## src/rtl/ar_pkg.sv

```systemverilog
package ar_pkg;
  localparam int PAGE_SHIFT = 12;
  localparam int ENT_W      = 32 - PAGE_SHIFT;

  localparam logic [3:0] CFG_OFS   = 4'h0;
  localparam logic [3:0] EADDR_OFS = 4'h4;
  localparam logic [3:0] EDATA_OFS = 4'h8;

  // Strobes from control to datapath
  typedef struct packed {
    logic entryWr;
    logic xlEnable;
  } ar_strobe_t;

  // Half-open window test: base <= a < base + size
  function automatic logic inWindow(input logic [31:0] a, input logic [31:0] base,
                                    input logic [32:0] size);
    logic [31:0] off;
    off = a - base;
    return (a >= base) && ({1'b0, off} < size);
  endfunction
endpackage

```

## src/rtl/ar_ctrl.sv

```systemverilog
module ar_ctrl
  import ar_pkg::*;
#(
  parameter logic [31:0] APER_BASE   = 32'h4000_0000,
  parameter int          NUM_ENTRIES = 32
) (
  input  logic                   clk,
  input  logic                   rstN,
  input  logic                   regWrEn,
  input  logic                   regRdEn,
  input  logic [3:0]             regAddr,
  input  logic [31:0]            regWrData,
  output logic [31:0]            regRdData,
  input  logic [31:0]            entryOut,
  output ar_strobe_t             strb,
  output logic [$clog2(NUM_ENTRIES)-1:0] entryIdx,
  output logic [ENT_W-1:0]       entryWdata
);
  localparam int          IDX_W     = $clog2(NUM_ENTRIES);
  localparam logic [32:0] APER_SIZE = 33'(NUM_ENTRIES) << PAGE_SHIFT;

  logic             enableQ;
  logic [IDX_W-1:0] idxQ;
  logic             idxOkQ;
  logic [31:0]      eaOff;
  logic             eaAccept;
  logic [31:0]      eaWord;
  logic [31:0]      rdNext;
  logic             wrCfg, wrEa;

  assign wrCfg    = regWrEn && (regAddr == CFG_OFS);
  assign wrEa     = regWrEn && (regAddr == EADDR_OFS);
  assign eaOff    = regWrData - APER_BASE;
  assign eaAccept = inWindow(regWrData, APER_BASE, APER_SIZE) &&
                    (regWrData[PAGE_SHIFT-1:0] == '0);
  assign eaWord   = idxOkQ ? (APER_BASE + (32'(idxQ) << PAGE_SHIFT)) : 32'h0;

  always_ff @(posedge clk) begin
    if (!rstN) begin
      enableQ <= 1'b0;
      idxQ    <= '0;
      idxOkQ  <= inWindow(32'h0, APER_BASE, APER_SIZE);
    end else begin
      if (wrCfg) enableQ <= regWrData[0];
      if (wrEa) begin
        idxOkQ <= eaAccept;
        idxQ   <= eaOff[PAGE_SHIFT +: IDX_W];
      end
    end
  end

  always_comb begin
    unique case (regAddr)
      CFG_OFS:   rdNext = {31'h0, enableQ};
      EADDR_OFS: rdNext = eaWord;
      EDATA_OFS: rdNext = idxOkQ ? entryOut : 32'h0;
      default:   rdNext = 32'h0;
    endcase
  end

  always_ff @(posedge clk) begin
    if (!rstN)        regRdData <= 32'h0;
    else if (regRdEn) regRdData <= rdNext;
  end

  assign strb.entryWr  = regWrEn && (regAddr == EDATA_OFS) && idxOkQ;
  assign strb.xlEnable = enableQ;
  assign entryIdx      = idxQ;
  assign entryWdata    = regWrData[31:PAGE_SHIFT];


  cfg_write_takes_chk: assert property (@(posedge clk) disable iff (!rstN)
    (regWrEn && regAddr == CFG_OFS) |=> (strb.xlEnable == $past(regWrData[0])));


  rejected_read_zero_chk: assert property (@(posedge clk) disable iff (!rstN)
    (regRdEn && regAddr == EDATA_OFS && !idxOkQ) |=> (regRdData == 32'h0));
endmodule

```

## src/rtl/ar_dpath.sv

```systemverilog
module ar_dpath
  import ar_pkg::*;
#(
  parameter logic [31:0] APER_BASE   = 32'h4000_0000,
  parameter int          NUM_ENTRIES = 32
) (
  input  logic                   clk,
  input  logic                   rstN,
  input  ar_strobe_t             strb,
  input  logic [$clog2(NUM_ENTRIES)-1:0] entryIdx,
  input  logic [ENT_W-1:0]       entryWdata,
  output logic [31:0]            entryOut,
  input  logic                   xlValid,
  input  logic [31:0]            xlAddr,
  output logic                   respValid,
  output logic                   respFault,
  output logic [31:0]            respAddr
);
  localparam int          IDX_W     = $clog2(NUM_ENTRIES);
  localparam logic [32:0] APER_SIZE = 33'(NUM_ENTRIES) << PAGE_SHIFT;

  logic [ENT_W-1:0] table_q [NUM_ENTRIES];
  logic [31:0]      xlOff;
  logic [IDX_W-1:0] xlIdx;
  logic [ENT_W-1:0] xlEnt;
  logic             xlHit;

  always_ff @(posedge clk) begin
    if (!rstN) begin
      for (int i = 0; i < NUM_ENTRIES; i++) table_q[i] <= '0;
    end else if (strb.entryWr) begin
      table_q[entryIdx] <= entryWdata;
    end
  end

  assign entryOut = {table_q[entryIdx], {PAGE_SHIFT{1'b0}}};

  assign xlOff = xlAddr - APER_BASE;
  assign xlIdx = xlOff[PAGE_SHIFT +: IDX_W];
  assign xlEnt = table_q[xlIdx];
  assign xlHit = strb.xlEnable && inWindow(xlAddr, APER_BASE, APER_SIZE) && xlEnt[ENT_W-1];

  always_ff @(posedge clk) begin
    if (!rstN) begin
      respValid <= 1'b0;
      respFault <= 1'b0;
      respAddr  <= 32'h0;
    end else begin
      respValid <= xlValid;
      respFault <= xlValid && !xlHit;
      respAddr  <= (xlValid && xlHit) ?
                   {1'b0, xlEnt[ENT_W-2:0], xlAddr[PAGE_SHIFT-1:0]} : 32'h0;
    end
  end


  disabled_faults_chk: assert property (@(posedge clk) disable iff (!rstN)
    (xlValid && !strb.xlEnable) |=> (respValid && respFault));


  outside_faults_chk: assert property (@(posedge clk) disable iff (!rstN)
    (xlValid && ((xlAddr < APER_BASE) || ({1'b0, xlAddr} >= {1'b0, APER_BASE} + APER_SIZE)))
    |=> respFault);


  resp_clean_chk: assert property (@(posedge clk) disable iff (!rstN)
    respValid |-> (!respAddr[31] && !(respFault && respAddr != 32'h0)));
endmodule

```

## src/rtl/aperture_remap.sv

```systemverilog
module aperture_remap
  import ar_pkg::*;
#(
  parameter logic [31:0] APER_BASE   = 32'h4000_0000,
  parameter int          NUM_ENTRIES = 32
) (
  input  logic        clk,
  input  logic        rstN,
  input  logic        regWrEn,
  input  logic        regRdEn,
  input  logic [3:0]  regAddr,
  input  logic [31:0] regWrData,
  output logic [31:0] regRdData,
  input  logic        xlValid,
  output logic        xlReady,
  input  logic [31:0] xlAddr,
  output logic        respValid,
  output logic        respFault,
  output logic [31:0] respAddr
);
  localparam int IDX_W = $clog2(NUM_ENTRIES);

  ar_strobe_t       strb;
  logic [IDX_W-1:0] entryIdx;
  logic [ENT_W-1:0] entryWdata;
  logic [31:0]      entryOut;

  assign xlReady = 1'b1;

  ar_ctrl #(.APER_BASE(APER_BASE), .NUM_ENTRIES(NUM_ENTRIES)) u_ctrl (
    .clk(clk), .rstN(rstN), .regWrEn(regWrEn), .regRdEn(regRdEn),
    .regAddr(regAddr), .regWrData(regWrData), .regRdData(regRdData),
    .entryOut(entryOut), .strb(strb), .entryIdx(entryIdx), .entryWdata(entryWdata)
  );

  ar_dpath #(.APER_BASE(APER_BASE), .NUM_ENTRIES(NUM_ENTRIES)) u_dpath (
    .clk(clk), .rstN(rstN), .strb(strb), .entryIdx(entryIdx),
    .entryWdata(entryWdata), .entryOut(entryOut), .xlValid(xlValid),
    .xlAddr(xlAddr), .respValid(respValid), .respFault(respFault),
    .respAddr(respAddr)
  );
endmodule

```

## config.mk

```make
export PLATFORM = sky130hd
export DESIGN_NAME = aperture_remap
export DESIGN_NICKNAME = d
export VERILOG_FILES = /design/src/rtl/ar_pkg.sv /design/src/rtl/ar_ctrl.sv /design/src/rtl/ar_dpath.sv /design/src/rtl/aperture_remap.sv
export SDC_FILE = /design/constraint.sdc
export NUM_CORES = 1
export LEC_CHECK = 0
export BUFFER_PORTS_ARGS = -buffer_cell sky130_fd_sc_hd__buf_4
export CAP_MARGIN = 20
export CORE_MARGIN = 2
export CORE_UTILIZATION = 35
export DETAILED_ROUTE_END_ITERATION = 6
export MAX_ROUTING_LAYER = met4
export PLACE_DENSITY = 0.55
export SLEW_MARGIN = 20
export SYNTH_ARGS = -nofsm -noshare
export SYNTH_HDL_FRONTEND = slang
export SYNTH_HIERARCHICAL = 1
export SYNTH_SLANG_ARGS = --single-unit
```

## constraint.sdc

```tcl
create_clock -name clk -period 4 [get_ports clk]
set_input_delay 0.4 -clock clk [delete_from_list [all_inputs] [get_ports clk]]
set_output_delay 0.4 -clock clk [all_outputs]
set_load 0.1 [all_outputs]
```

==> results.md <==
| Metric | Reported | Unit |
| --- | --- | --- |
| Result of the run | complete, no violations | - |
| Total Negative Setup Slacks | 0 | ns |
| Number of global-route vias before repair | 23400 | - |
| Xor/xnor cell area share of the yosys netlist | 0 | - |
| Classification of the worst setup path | reg -> reg | - |
| Die span in y | 329.4 | microns |
| Clock slew seen by the registers of the worst setup and hold paths | 0.06 | ns |
| Clock sink count | 712 | - |
| Area fraction in and, or, nand and nor cells after synthesis | 0.1427 | - |
| Number of synthesized register bits | 712 | - |
| Worst-margin pin slew | 0.8839 | ns |
| Type of element capturing the critical path | flip-flop | - |
| Family with the most delay on the worst path | simple AND/OR/NAND/NOR gates | - |
| Sequential cell area fraction in the yosys report | 0.5575 | - |
| Area leader, netlist | edfxtp_1 | - |
| Number of flops mapped to enable cells by yosys | 640 | - |
| Peak per-stage delay on the critical path | 0.85 | ns |
| Cell area reported after detailed placement | 0.03978 | sq mm |
| Drt initial violations | 2904 | - |
| Data arrival time of the critical path | 3.47 | ns |
| Cells along the critical path | nor2_1 -> and2_1 -> buf_4 -> a22oi_1 -> nand4_1 -> nand3_2 -> a21boi_2 | - |
| Max VDD drop | 0.2650 | mV |
| Buffers inserted during post-CTS setup optimization | 0 | - |
| Number of warnings printed during yosys synthesis | 6 | - |
| Antenna violations before repair | 2 | - |
| Via count normalized by instance count | 5.722 | - |
| Final min period | 2.924 | ns |
| Setup violations, final | 0 | - |
| Total standard cell area after synthesis | 0.03706 | sq mm |
| Most used flip-flop cell after synthesis | edfxtp_1 | - |
| Top cell type's share of synthesized area | 0.5186 | - |
| Overall fraction of global-route tracks in use | 0.2287 | - |
| Area growth syn-to-layout | 15.13 | % |
| Final critical-path share of the clock period | 0.7310 | - |
| Filler Cell Count | 9600 | - |
| Initial cell density of the core | 0.3525 | - |
| Mux contribution to synthesized area | 0.2168 | - |
| Detail-routed net length per standard cell | 29.64 | microns |
| Cell Count Post-Placement | 3885 | - |
| Die extent in x | 329.4 | microns |
| Antenna-violating nets left | 0 | - |
| Max_cap viols | 0 | - |
| Fin area | 0.04266 | sq mm |
| Worst-case setup slack after placement | 0.7876 | ns |
| Routed wire length | 120300 | microns |
| Count of unresolved DRC violations after routing | 0 | - |
| Per-instance average area after synthesis | 14.78 | sq um |
| Slowest cell on crit path | dfxtp_1 | - |
| Main combinational cell family by area after synthesis | multiplexers | - |
| Number of buffer and inverter stages on the critical path | 1 | - |
| Post-route clock skew | 0.01662 | ns |
| Power density over the cells | 408.9 | mW/mm^2 |
| Via Count | 23220 | - |
| Quantity of gates resized following cts | 0 | - |
| Largest net degree at the start of global routing | 60 | - |
| Total overflow reported by the global router | 0 | - |
| Nets@finish | 2666 | - |
| Static leakage | 0.01518 | uW |
| Compound-Gate Fraction of Synth Area | 0.04140 | - |
| Clk Tree Root Cell | clkbuf_16 | - |
| Worst skew pair latency | 0.65 | ns |
| Detailed Place HPWL | 80900 | microns |
| Top-level I/O count | 140 | - |
| Number of slew-limit violations in the final report | 0 | - |
| Clock tree buffer depth | 3 | - |
| Peak Freq | 342.0 | MHz |
| Cells after synthesis | 2508 | - |
| Class of the tightest hold or removal check | in -> reg | - |
| First-pass DRT Iterations | 5 | - |
| Startpoint class of the critical path | flip-flop | - |
| Number of placement rows | 119 | - |
| Worst slew margin relative to its limit | 0.4107 | - |
| Core box area | 0.1051 | sq mm |
| Global-route wire length before repair | 172400 | microns |
| Cell Count, Final, Fillers Out | 4057 | - |
| Share of layout cells above drive strength 1 | 0.3142 | - |
| Num CTS Buffers | 83 | - |
| Number of distinct library cells after synthesis | 49 | - |
| Async S/R FF share, synth | 0 | - |
| Clock tree from TritonCTS | done | - |
| RePlAce Congestion | 0.8882 | - |
| Clock H-tree levels | 3 | - |
| Post-synthesis share of cell area spent on full adders, half adders and majority gates | 0 | - |
| Max Fanout on Critical Path | 15 | - |
| CP Data Required Time | 4.54 | ns |
| Final Hold Violating Endpoints | 0 | - |
| RSZ-0062 raised after global routing | no | - |
| Cell types occupying the most area after synthesis | edfxtp_1, mux4_2, and2_1 | - |
| Die ar. | 0.1085 | sq mm |
| Final core utilization | 0.4058 | - |
| Setup slack of the critical path after layout | 1.076 | ns |
| Number of port buffers | 137 | - |
cell type report:
type                    count  area, sq um  area share
multi-input cells        1494        15060      0.3529
clock buffers             104         2291     0.05370
repair buffers            288         2409     0.05646
well taps                1391         1740     0.04080
flip-flops and latches    712        20670      0.4844
clock inverters            52        441.7     0.01035
inverters                  14        52.55    0.001232
diodes                      2        5.005   0.0001173
cell families after synthesis:
family / count (synthesis)
AO/OA/AOI/OAI: 200
buffers and inverters: 314
flip-flops: 712
multiplexers: 410
other: 2
AND/OR/NAND/NOR: 870
cells in the mapped netlist (28+ instances only):
cell type  number
buf_4          44
a22oi_1        84
clkbuf_1      186
mux2i_1        76
and2_1        643
nor2_1         84
edfxtp_1      640
o21ai_0        34
dfxtp_1        72
nand2b_1       28
mux4_2        312
buf_2          49
o22ai_1        28
tightest hold or removal path: cells and delay by family:
kind	cells	cell delay, ns
AO/OA/AOI/OAI	1	0.08
buffers and inverters	1	0.10
AND/OR/NAND/NOR	1	0.12
power breakdown:
part | leakage [uW] | switching [uW] | internal, uW
Combinational | 0.00667 | 815 | 543
Clock | 0.00134 | 3240 | 4410
Sequential | 0.00718 | 130 | 8300
Total | 0.0152 | 4180 | 13300
path summary, 6_finish.rpt:
check | start | end | slack (ns) | cells past startpoint
hold reg to reg | u_ctrl/regRdData[13] | u_ctrl/regRdData[13] | 0.48 | 1
setup reg to reg | u_ctrl/entryIdx[3] | u_ctrl/regRdData[24] | 1.08 | 7
setup / recovery | u_ctrl/entryIdx[3] | u_ctrl/regRdData[24] | 1.08 | 7
hold / removal | regAddr[2] | u_ctrl/regRdData[0] | 0.11 | 3
placed cells by master (no fill, tap or decap), types with 7 or more instances in the layout:
master and instances:
a21boi_0 7, a21boi_2 19, a221oi_2 8, a22oi_1 84
and2_1 643, buf_12 16, buf_4 256, clkbuf_1 12
clkbuf_16 87, clkinv_1 13, clkinv_2 16, conb_1 14
dfxtp_1 70, dlygate4sd3_1 14, edfxtp_1 640, inv_1 14
mux2_2 22, mux2i_1 76, mux4_2 312, nand2_1 13
nand2b_1 28, nand3_1 11, nand3_2 20, nand4_1 25
nor2_1 82, nor2b_1 13, o21ai_2 32, o22ai_1 28
sequential cells by signal, indices dropped and copies added (netlist names):
signal and flops:
u_dpath/table_q 640, u_ctrl/regRdData 32, u_dpath/respAddr 31, u_ctrl/entryIdx 5
u_ctrl/enableQ 1, u_ctrl/idxOkQ 1, u_dpath/respFault 1, u_dpath/respValid 1
timing repair:
| action | in CTS | in global routing |
|---|---|---|
| hold buffers | 14 | 0 |
| endpoints found under the hold margin | 14 | 0 |
| setup endpoints to repair | 0 | 0 |
per-stage QoR:
stage	total power, uW	hold slack, ns
final	17450	0.1082
after global routing	17950	0.1307
after CTS	17590	0.07142
after detailed placement	9935	0.4754
after global placement	9906	0.4669
after floorplan	9376	0.4882
per-layer routing:
metal / routed length, microns / GRT usage / vias to the layer above
li1: - / - / 9666
met1: 49400 / 0.3055 / 12190
met2: 58380 / 0.3637 / 1174
met3: 8258 / 0.02614 / 181
met4: 4219 / 0.07777 / 0
met5: 0 / - / -
Note: power is estimated with default switching activity, not from simulation.
